## src/rtl/flash_prot_cmd.sv

```systemverilog
module flash_prot_cmd #(
  parameter int NBLK        = 4,
  parameter int AW          = 16,
  parameter int DW          = 8,
  parameter int IDX_LSB     = 8,
  parameter int IDX_W       = 4,
  parameter int PROG_CYCLES = 20,
  parameter logic [6*AW-1:0] UNLK_ADDR = {16'h0555, 16'h02AA, 16'h0555,
                                          16'h0555, 16'h02AA, 16'h0555},
  parameter logic [6*DW-1:0] UNLK_DATA = {8'h10, 8'h55, 8'hAA,
                                          8'h80, 8'h55, 8'hAA},
  parameter logic [DW-1:0]   CONF_DATA = 8'h6A,
  localparam int BW = (NBLK > 1) ? $clog2(NBLK) : 1
) (
  input  logic            clk,
  input  logic            por_n,
  input  logic            rst_n,
  input  logic            wr_en,
  input  logic            rd_en,
  input  logic [AW-1:0]   addr,
  input  logic [DW-1:0]   wdata,
  input  logic            sw_reset,
  input  logic            erase_req,
  input  logic [BW-1:0]   erase_blk,
  input  logic            erase_fail,
  output logic            erase_go,
  output logic            ready,
  output logic            locked,
  output logic [NBLK-1:0] prot_status
);

  localparam int TW = $clog2(PROG_CYCLES + 1);
  localparam logic [IDX_W:0] NB = (IDX_W + 1)'(NBLK);
  localparam logic [BW:0]    NE = (BW + 1)'(NBLK);

  logic [2:0]      step;
  logic            busy;
  logic [TW-1:0]   tmr;
  logic [BW-1:0]   tgt;
  logic [NBLK-1:0] prot;

  wire [IDX_W-1:0] sel     = addr[IDX_LSB +: IDX_W];
  wire [2:0]       pi      = (step < 3'd6) ? step : 3'd0;
  wire             idle_ok = !busy && !locked;
  wire             pat_hit = (step < 3'd6) &&
                             (addr  == UNLK_ADDR[pi*AW +: AW]) &&
                             (wdata == UNLK_DATA[pi*DW +: DW]);
  wire             launch  = wr_en && idle_ok && (step == 3'd6) &&
                             (wdata == CONF_DATA) && ({1'b0, sel} < NB);
  wire             done    = busy && (tmr == '0);

  assign ready       = idle_ok;
  assign prot_status = prot;

  always_ff @(posedge clk or negedge rst_n) begin
    if (!rst_n) step <= '0;
    else if (!idle_ok) step <= '0;
    else if (wr_en) step <= pat_hit ? step + 3'd1 : 3'd0;
    else if (sw_reset || rd_en) step <= '0;
  end

  always_ff @(posedge clk or negedge rst_n) begin
    if (!rst_n) begin
      busy <= 1'b0;
      tmr  <= '0;
      tgt  <= '0;
    end else if (launch) begin
      busy <= 1'b1;
      tmr  <= TW'(PROG_CYCLES - 1);
      tgt  <= sel[BW-1:0];
    end else if (busy) begin
      if (tmr == '0) busy <= 1'b0;
      else tmr <= tmr - 1'b1;
    end
  end

  always_ff @(posedge clk or negedge por_n) begin
    if (!por_n) prot <= '0;
    else if (done) prot[tgt] <= 1'b1;
  end

  always_ff @(posedge clk or negedge rst_n) begin
    if (!rst_n) locked <= 1'b0;
    else if (erase_fail) locked <= 1'b1;
  end

  always_ff @(posedge clk or negedge rst_n) begin
    if (!rst_n) erase_go <= 1'b0;
    else erase_go <= erase_req && idle_ok && ({1'b0, erase_blk} < NE) &&
                     !prot[erase_blk];
  end


  launch_busy_chk: assert property (@(posedge clk) disable iff (!rst_n)
    launch |=> !ready);


  busy_decoder_idle_chk: assert property (@(posedge clk) disable iff (!rst_n)
    busy |=> step == 3'd0);


  busy_hold_chk: assert property (@(posedge clk) disable iff (!rst_n)
    (busy && tmr != '0) |=> busy);


  prot_keep_chk: assert property (@(posedge clk) disable iff (!por_n)
    (prot & $past(prot)) == $past(prot));


  erase_guard_chk: assert property (@(posedge clk) disable iff (!rst_n)
    $rose(erase_go) |-> $past(erase_req) && !prot[$past(erase_blk)]);


  lock_sticky_chk: assert property (@(posedge clk) disable iff (!rst_n)
    locked |=> locked && !ready);

endmodule

```

## config.mk

```make
export PLATFORM = sky130hd
export DESIGN_NAME = flash_prot_cmd
export DESIGN_NICKNAME = d
export VERILOG_FILES = /design/src/rtl/flash_prot_cmd.sv
export SDC_FILE = /design/constraint.sdc
export NUM_CORES = 1
export LEC_CHECK = 0
export ABC_AREA = 0
export BUFFER_PORTS_ARGS = -buffer_cell sky130_fd_sc_hd__buf_2
export CORE_MARGIN = 10
export CORE_UTILIZATION = 51
export DETAILED_ROUTE_END_ITERATION = 12
export GPL_TIMING_DRIVEN = 0
export PLACE_DENSITY = 0.83
export SLEW_MARGIN = 20
export SYNTH_ARGS = -nofsm -noshare
export SYNTH_HDL_FRONTEND = slang
export SYNTH_SLANG_ARGS = --single-unit
```

## constraint.sdc

```tcl
create_clock -name clk -period 2.6 [get_ports clk]
set_clock_uncertainty 0.2 [all_clocks]
set_input_delay 0.78 -clock clk [delete_from_list [all_inputs] [get_ports clk]]
set_output_delay 0.78 -clock clk [all_outputs]
set_load 0.05 [all_outputs]
```

Word level (Yosys, flattened, before mapping):

Index checks and enable logic that the tools add are counted.
W data, S select, Z words.

* flip-flop bits (word level): 17
* bits of input ports: 34
* output and inout port bits: 7
* logic and storage cells: 56

* add/subtract/negate cells: 2
* order comparisons: 5
* eq/ne operators: 6
* shift-type cells: 2
* muxes and demuxes: 15
* bitwise gates (word level): 1
* reduce and logical (&&, ||, !) cells: 18

Operators by type and width (count)
* $shiftx A96 B8 Y16 const A: 1
* $shiftx A48 B7 Y8 const A: 1
* $eq A16 B16 Y1: 1
* $mux W3: 5
* $mux W5: 3
* $logic_and A1 B1 Y1: 11
* $eq A8 B7 Y1 const B: 1
* $eq A8 B8 Y1: 1
* $lt A2 B3 Y1 const B: 2
* $logic_not A5 Y1: 1
* $mux W1: 5
* $sub A5 B1 Y5 const B: 1
* $lt A4 B3 Y1 const B: 1
* $or A4 B4 Y4: 1
* $add A3 B1 Y3 const B: 1
* $eq A3 B3 Y1 const B: 1
* $logic_not A1 Y1: 3
* $lt A3 B3 Y1 const B: 1
* $ne A3 B2 Y1 const B: 1
* $bmux W1 S2: 1
* $demux W1 S2: 1
* $ge A2 B1 Y1 const B: 1
* $ne A2 B2 Y1 const B: 1
* $reduce_and A2 Y1: 1
* 2 further kinds: 2

Longest topological paths before layout:

* depth after elaboration: 9
* depth in mapped cells: 8
* mapped depth without buffers: 8

Worst setup path after synthesis:

OpenSTA, ideal clock, no wires.

* kind: register -> output
* from: reg locked
* to: out ready
* data arrival time: 1.338 ns
* required time: 1.620 ns
* setup slack: 0.282 ns
* cell stages (with the launch flop): 2
* path buffers: 0
* cells stage by stage: dfrtp_1 -> nor2_1

* longest elaborated chain between the ends: 2

RTL lines
* from (decl): RTL line 28 `output logic locked,`
* from (signal assigned): RTL line 83 `if (!rst_n) locked <= 1'b0;`
* from (signal assigned): RTL line 84 `else if (erase_fail) locked <= 1'b1;`
* $logic_not A1 Y1: RTL line 44 `wire idle_ok = !busy && !locked;`
* $logic_and A1 B1 Y1: RTL line 44
* to (decl): RTL line 27 `output logic ready,`

Every way passes these cells.

Final worst setup path:

* from: reg busy
* to: out ready

* longest elaborated chain between the ends: 2

RTL lines
* from (decl): RTL line 37 `logic busy;`
* from (signal assigned): RTL line 64 `busy <= 1'b0;`
* from (signal assigned): RTL line 68 `busy <= 1'b1;`
* from (signal assigned): RTL line 72 `if (tmr == '0) busy <= 1'b0;`
* $logic_not A1 Y1: RTL line 44
* $logic_and A1 B1 Y1: RTL line 44

Every way passes these cells.

==> flow_summary.html <==
<table>
<tr><th>Metric</th><th>Value</th></tr>
<tr><th colspan="2">Clocking</th></tr>
<tr><td>Clk pin slew, worst setup/hold paths</td><td>90 ps</td></tr>
<tr><td>Count of clock tree sinks</td><td>17</td></tr>
<tr><td>CTS tree</td><td>yes</td></tr>
<tr><td>CTS buffer count</td><td>3</td></tr>
<tr><td>Number of gates given a new drive strength after cts</td><td>0</td></tr>
<tr><td>Maximum clock insertion buffer count</td><td>2</td></tr>
<tr><td>Cts hold-fix bufs</td><td>0</td></tr>
<tr><td>Setup bufs post-CTS</td><td>0</td></tr>
<tr><td>CTS HTree Levels</td><td>1</td></tr>
<tr><td>CTS Root Buffer Type</td><td>clkbuf_4</td></tr>
<tr><td>Clock latency of the later-clocked register in the worst-skew pair</td><td>290 ps</td></tr>
<tr><th colspan="2">Setup path</th></tr>
<tr><td>Nature of the critical path endpoint</td><td>primary output</td></tr>
<tr><td>Critical Path Max Stage Delay</td><td>440 ps</td></tr>
<tr><td>Cell with the biggest individual delay on the critical path</td><td>dfrtp_1</td></tr>
<tr><td>Crit path required time</td><td>1620 ps</td></tr>
<tr><td>Type of the worst setup path</td><td>reg -&gt; out</td></tr>
<tr><td>Reg-to-reg setup timing slack</td><td>540 ps</td></tr>
<tr><td>Critical Path Fanout Max</td><td>5</td></tr>
<tr><td>Startpoint type of the worst setup path</td><td>flip-flop</td></tr>
<tr><td>Cell chain of the critical path</td><td>nor2_1 &gt; buf_2</td></tr>
<tr><td>Crit path DAT</td><td>1240 ps</td></tr>
<tr><th colspan="2">Floorplan</th></tr>
<tr><td>Core region area</td><td>1960 sq um</td></tr>
<tr><td>Starting utilization of the core area</td><td>54.1%</td></tr>
<tr><td>Chip Width</td><td>65.6 microns</td></tr>
<tr><td>Rows</td><td>16</td></tr>
<tr><td>Die Area</td><td>4300 sq um</td></tr>
<tr><td>Die extent in y</td><td>65.6 microns</td></tr>
<tr><td>Number of top-level design ports</td><td>41</td></tr>
<tr><th colspan="2">Timing</th></tr>
<tr><td>Fin crit period</td><td>2220 ps</td></tr>
<tr><td>Final hold slack</td><td>75.5 ps</td></tr>
<tr><td>Number of hold-slack violations in the final timing report</td><td>0</td></tr>
<tr><td>RSZ-0062 raised after global routing</td><td>false</td></tr>
<tr><td>Count of final setup violators</td><td>0</td></tr>
<tr><td>Post-route fraction of the period consumed by the critical path</td><td>85.5%</td></tr>
<tr><td>Final critical-path setup slack</td><td>378 ps</td></tr>
<tr><td>Worst slew margin relative to its limit</td><td>62.2%</td></tr>
<tr><td>Achievable clock frequency</td><td>0.450 GHz</td></tr>
<tr><td>Final-layout setup total negative slack</td><td>0 ps</td></tr>
<tr><td>Worst-margin pin slew</td><td>559 ps</td></tr>
<tr><td>Max-slew violation total from the final report</td><td>0</td></tr>
<tr><th colspan="2">Route</th></tr>
<tr><td>Count of routing violations after the opening detailed-route iteration</td><td>17</td></tr>
<tr><td>WL final</td><td>2680 microns</td></tr>
<tr><td>Number of nets with antenna violations after detailed routing</td><td>0</td></tr>
<tr><td>Routed wire length per instance</td><td>14.9 microns</td></tr>
<tr><td>Via density per instance</td><td>5.33</td></tr>
<tr><td>Number of DRC violations after detailed routing</td><td>0</td></tr>
<tr><td>Vias</td><td>954</td></tr>
<tr><td>Number of detailed-route iterations in the first pass</td><td>4</td></tr>
<tr><th colspan="2">Finish</th></tr>
<tr><td>Layout cell share with drive strength beyond 1</td><td>36.2%</td></tr>
<tr><td>Area added between synthesis and finish</td><td>24.5%</td></tr>
<tr><td>Sequential cell area</td><td>425 sq um</td></tr>
<tr><td>Design Area, Final</td><td>1320 sq um</td></tr>
<tr><td>Final cell utilization of the core</td><td>67.3%</td></tr>
<tr><td># nets final</td><td>193</td></tr>
<tr><td>Area occupied by multi-input gates</td><td>621 sq um</td></tr>
<tr><td>Fillcell total</td><td>191</td></tr>
<tr><td># diodes</td><td>0</td></tr>
<tr><th colspan="2">Yosys</th></tr>
<tr><td>Area leader, netlist</td><td>dfrtp_1</td></tr>
<tr><td>Post-synthesis net count</td><td>148</td></tr>
<tr><td>Count of state elements after synthesis</td><td>17</td></tr>
<tr><td>Part of the Yosys area used for sequential elements</td><td>40.1%</td></tr>
<tr><td>Main area contributors after synthesis</td><td>dfrtp_1 (40%), ha_1 (7.1%), nand2_1 (5.0%), mux2i_1 (3.8%), xnor2_1 (3.3%)</td></tr>
<tr><td>Yosys warning total</td><td>0</td></tr>
<tr><td>Top-area cell type share of the netlist area</td><td>40.1%</td></tr>
<tr><td>Cell variety after synth</td><td>37</td></tr>
<tr><td>Gate Count Post-Synth</td><td>108</td></tr>
<tr><td>Summed instance area of the synthesized netlist</td><td>1060 sq um</td></tr>
<tr><td>Per-instance average area after synthesis</td><td>9.82 sq um</td></tr>
<tr><th colspan="2">GRT</th></tr>
<tr><td>Pin count of the biggest net entering global routing</td><td>14</td></tr>
<tr><td>Vias in the first global route</td><td>1024</td></tr>
<tr><td>Global-route usage over all layers</td><td>12.8%</td></tr>
<tr><td>First-pass GRT wire length</td><td>4440 microns</td></tr>
<tr><td>Antenna violations before repair</td><td>0</td></tr>
<tr><td>Remaining global-route overflow</td><td>0</td></tr>
<tr><th colspan="2">Power</th></tr>
<tr><td>Cell area power density</td><td>338 nW/um^2</td></tr>
<tr><td>Leak</td><td>0.000656 uW</td></tr>
<tr><td>Highest ir drop seen on vdd</td><td>292 uV</td></tr>
<tr><th colspan="2">Job</th></tr>
<tr><td>Max-cap violations</td><td>0</td></tr>
<tr><th colspan="2">Placement</th></tr>
<tr><td>Setup Slack @ Placement</td><td>116 ps</td></tr>
<tr><td>Post-DP Area</td><td>1290 sq um</td></tr>
<tr><td>Routability cong.</td><td>0.812</td></tr>
<tr><td>Detailed placement HPWL</td><td>2240 microns</td></tr>
<tr><td>Port Buf Inserts</td><td>40</td></tr>
<tr><th colspan="2">Outcome</th></tr>
<tr><td>Result of the run</td><td>finished, final reports clean</td></tr>
<tr><th colspan="2">Min path</th></tr>
<tr><td>Hold Path Class</td><td>in -&gt; async</td></tr>
</table>
synth_stat cells, drive strengths merged:
master   instances
mux2             3
nand2           14
a31o             1
o21ai            2
a21oi            2
nand3b           2
o21bai           2
mux2i            4
and4b            1
a31oi            1
nor2             7
nor3b            2
xnor2            4
and3             1
nor4b            3
ha               6
xor2             3
a211oi           1
and2             3
dfrtp           17
nor4             3
or2              2
nand4            2
nor3             4
and4             1
or3              1
inv              4
o2111ai          1
nor2b            3
o31a             1
nand3            2
o211ai           1
nand2b           2
or4              2
through the flow:
stage | cells | total power, uW
after detailed placement | 175 | 312
after global placement | 175 | 310
after CTS | 179 | 452
final | 179 | 446
after global routing | 179 | 470
after floorplan | 108 | 277
where the power goes:
part | leakage, uW | internal, uW | switching, uW
Sequential | 0.000227 | 264 | 0.0000000000000368
Combinational | 0.000414 | 22.5 | 19.9
Clock | 0.0000150 | 59.7 | 80.1
Total | 0.000656 | 346 | 100
state kept, by name, indices dropped and copies added (netlist names):
signal       cells
prot_status      4
busy             1
tgt              2
step             3
tmr              5
erase_go         1
locked           1
worst paths after layout:
check / from / depth (start not counted) / end
worst max register to register: busy / 3 / tgt[0]
max in group asynchronous: rst_n / 1 / tgt[1]
min in group clk: prot_status[3] / 1 / prot_status[3]
worst min register to register: prot_status[3] / 1 / prot_status[3]
worst max-delay path: busy / 2 / ready
worst min-delay path: por_n / 1 / prot_status[3]
per-layer routing:
| layer | wire length [microns] | up-vias | global-route usage, % |
|---|---|---|---|
| met5 | 0 | - | 0 |
| met4 | 0 | 0 | 1.60 |
| met3 | 186 | 0 | 5.76 |
| met2 | 1430 | 20 | 23.3 |
| met1 | 1050 | 459 | 13.6 |
| li1 | - | 475 | - |
worst max-delay path: cells and delay by family, from the launching register on:
family,cells,cell delay (ps)
flip-flops,1,440
buffers and inverters,1,300
AND/OR/NAND/NOR,1,210
cells in the final DEF (no fill, tap or decap), types with 2 or more instances in the layout:
master,n
buf_2,40
dfrtp_1,17
nand2_1,14
nor2_1,7
ha_1,6
inv_1,4
mux2i_1,4
xnor2_1,4
mux2_2,3
nor4b_1,3
nor4_1,3
nor3_1,3
nor2b_1,3
xor2_1,3
and2_1,3
clkbuf_4,3
nand2b_1,2
nand4_1,2
or2_2,2
or4_1,2
nand3b_1,2
nor3b_1,2
o21ai_2,2
o21bai_1,2
cell type report:
| class | count | area share [%] |
|---|---|---|
| well taps | 27 | 2.56 |
| inverters | 4 | 1.14 |
| clock buffers | 4 | 1.99 |
| multi-input cells | 87 | 47.0 |
| repair buffers | 40 | 15.2 |
| flip-flops and latches | 17 | 32.2 |
logic make-up after synthesis:
group                    synth area share (%)
adder cells (fa/ha/maj)                  7.08
XOR/XNOR                                 5.78
buffers and inverters                    1.41
flip-flops                               40.1
multiplexers                             6.96
AO/OA/AOI/OAI                            8.85
AND/OR/NAND/NOR                          29.8
(Power assumes the default switching activity.)
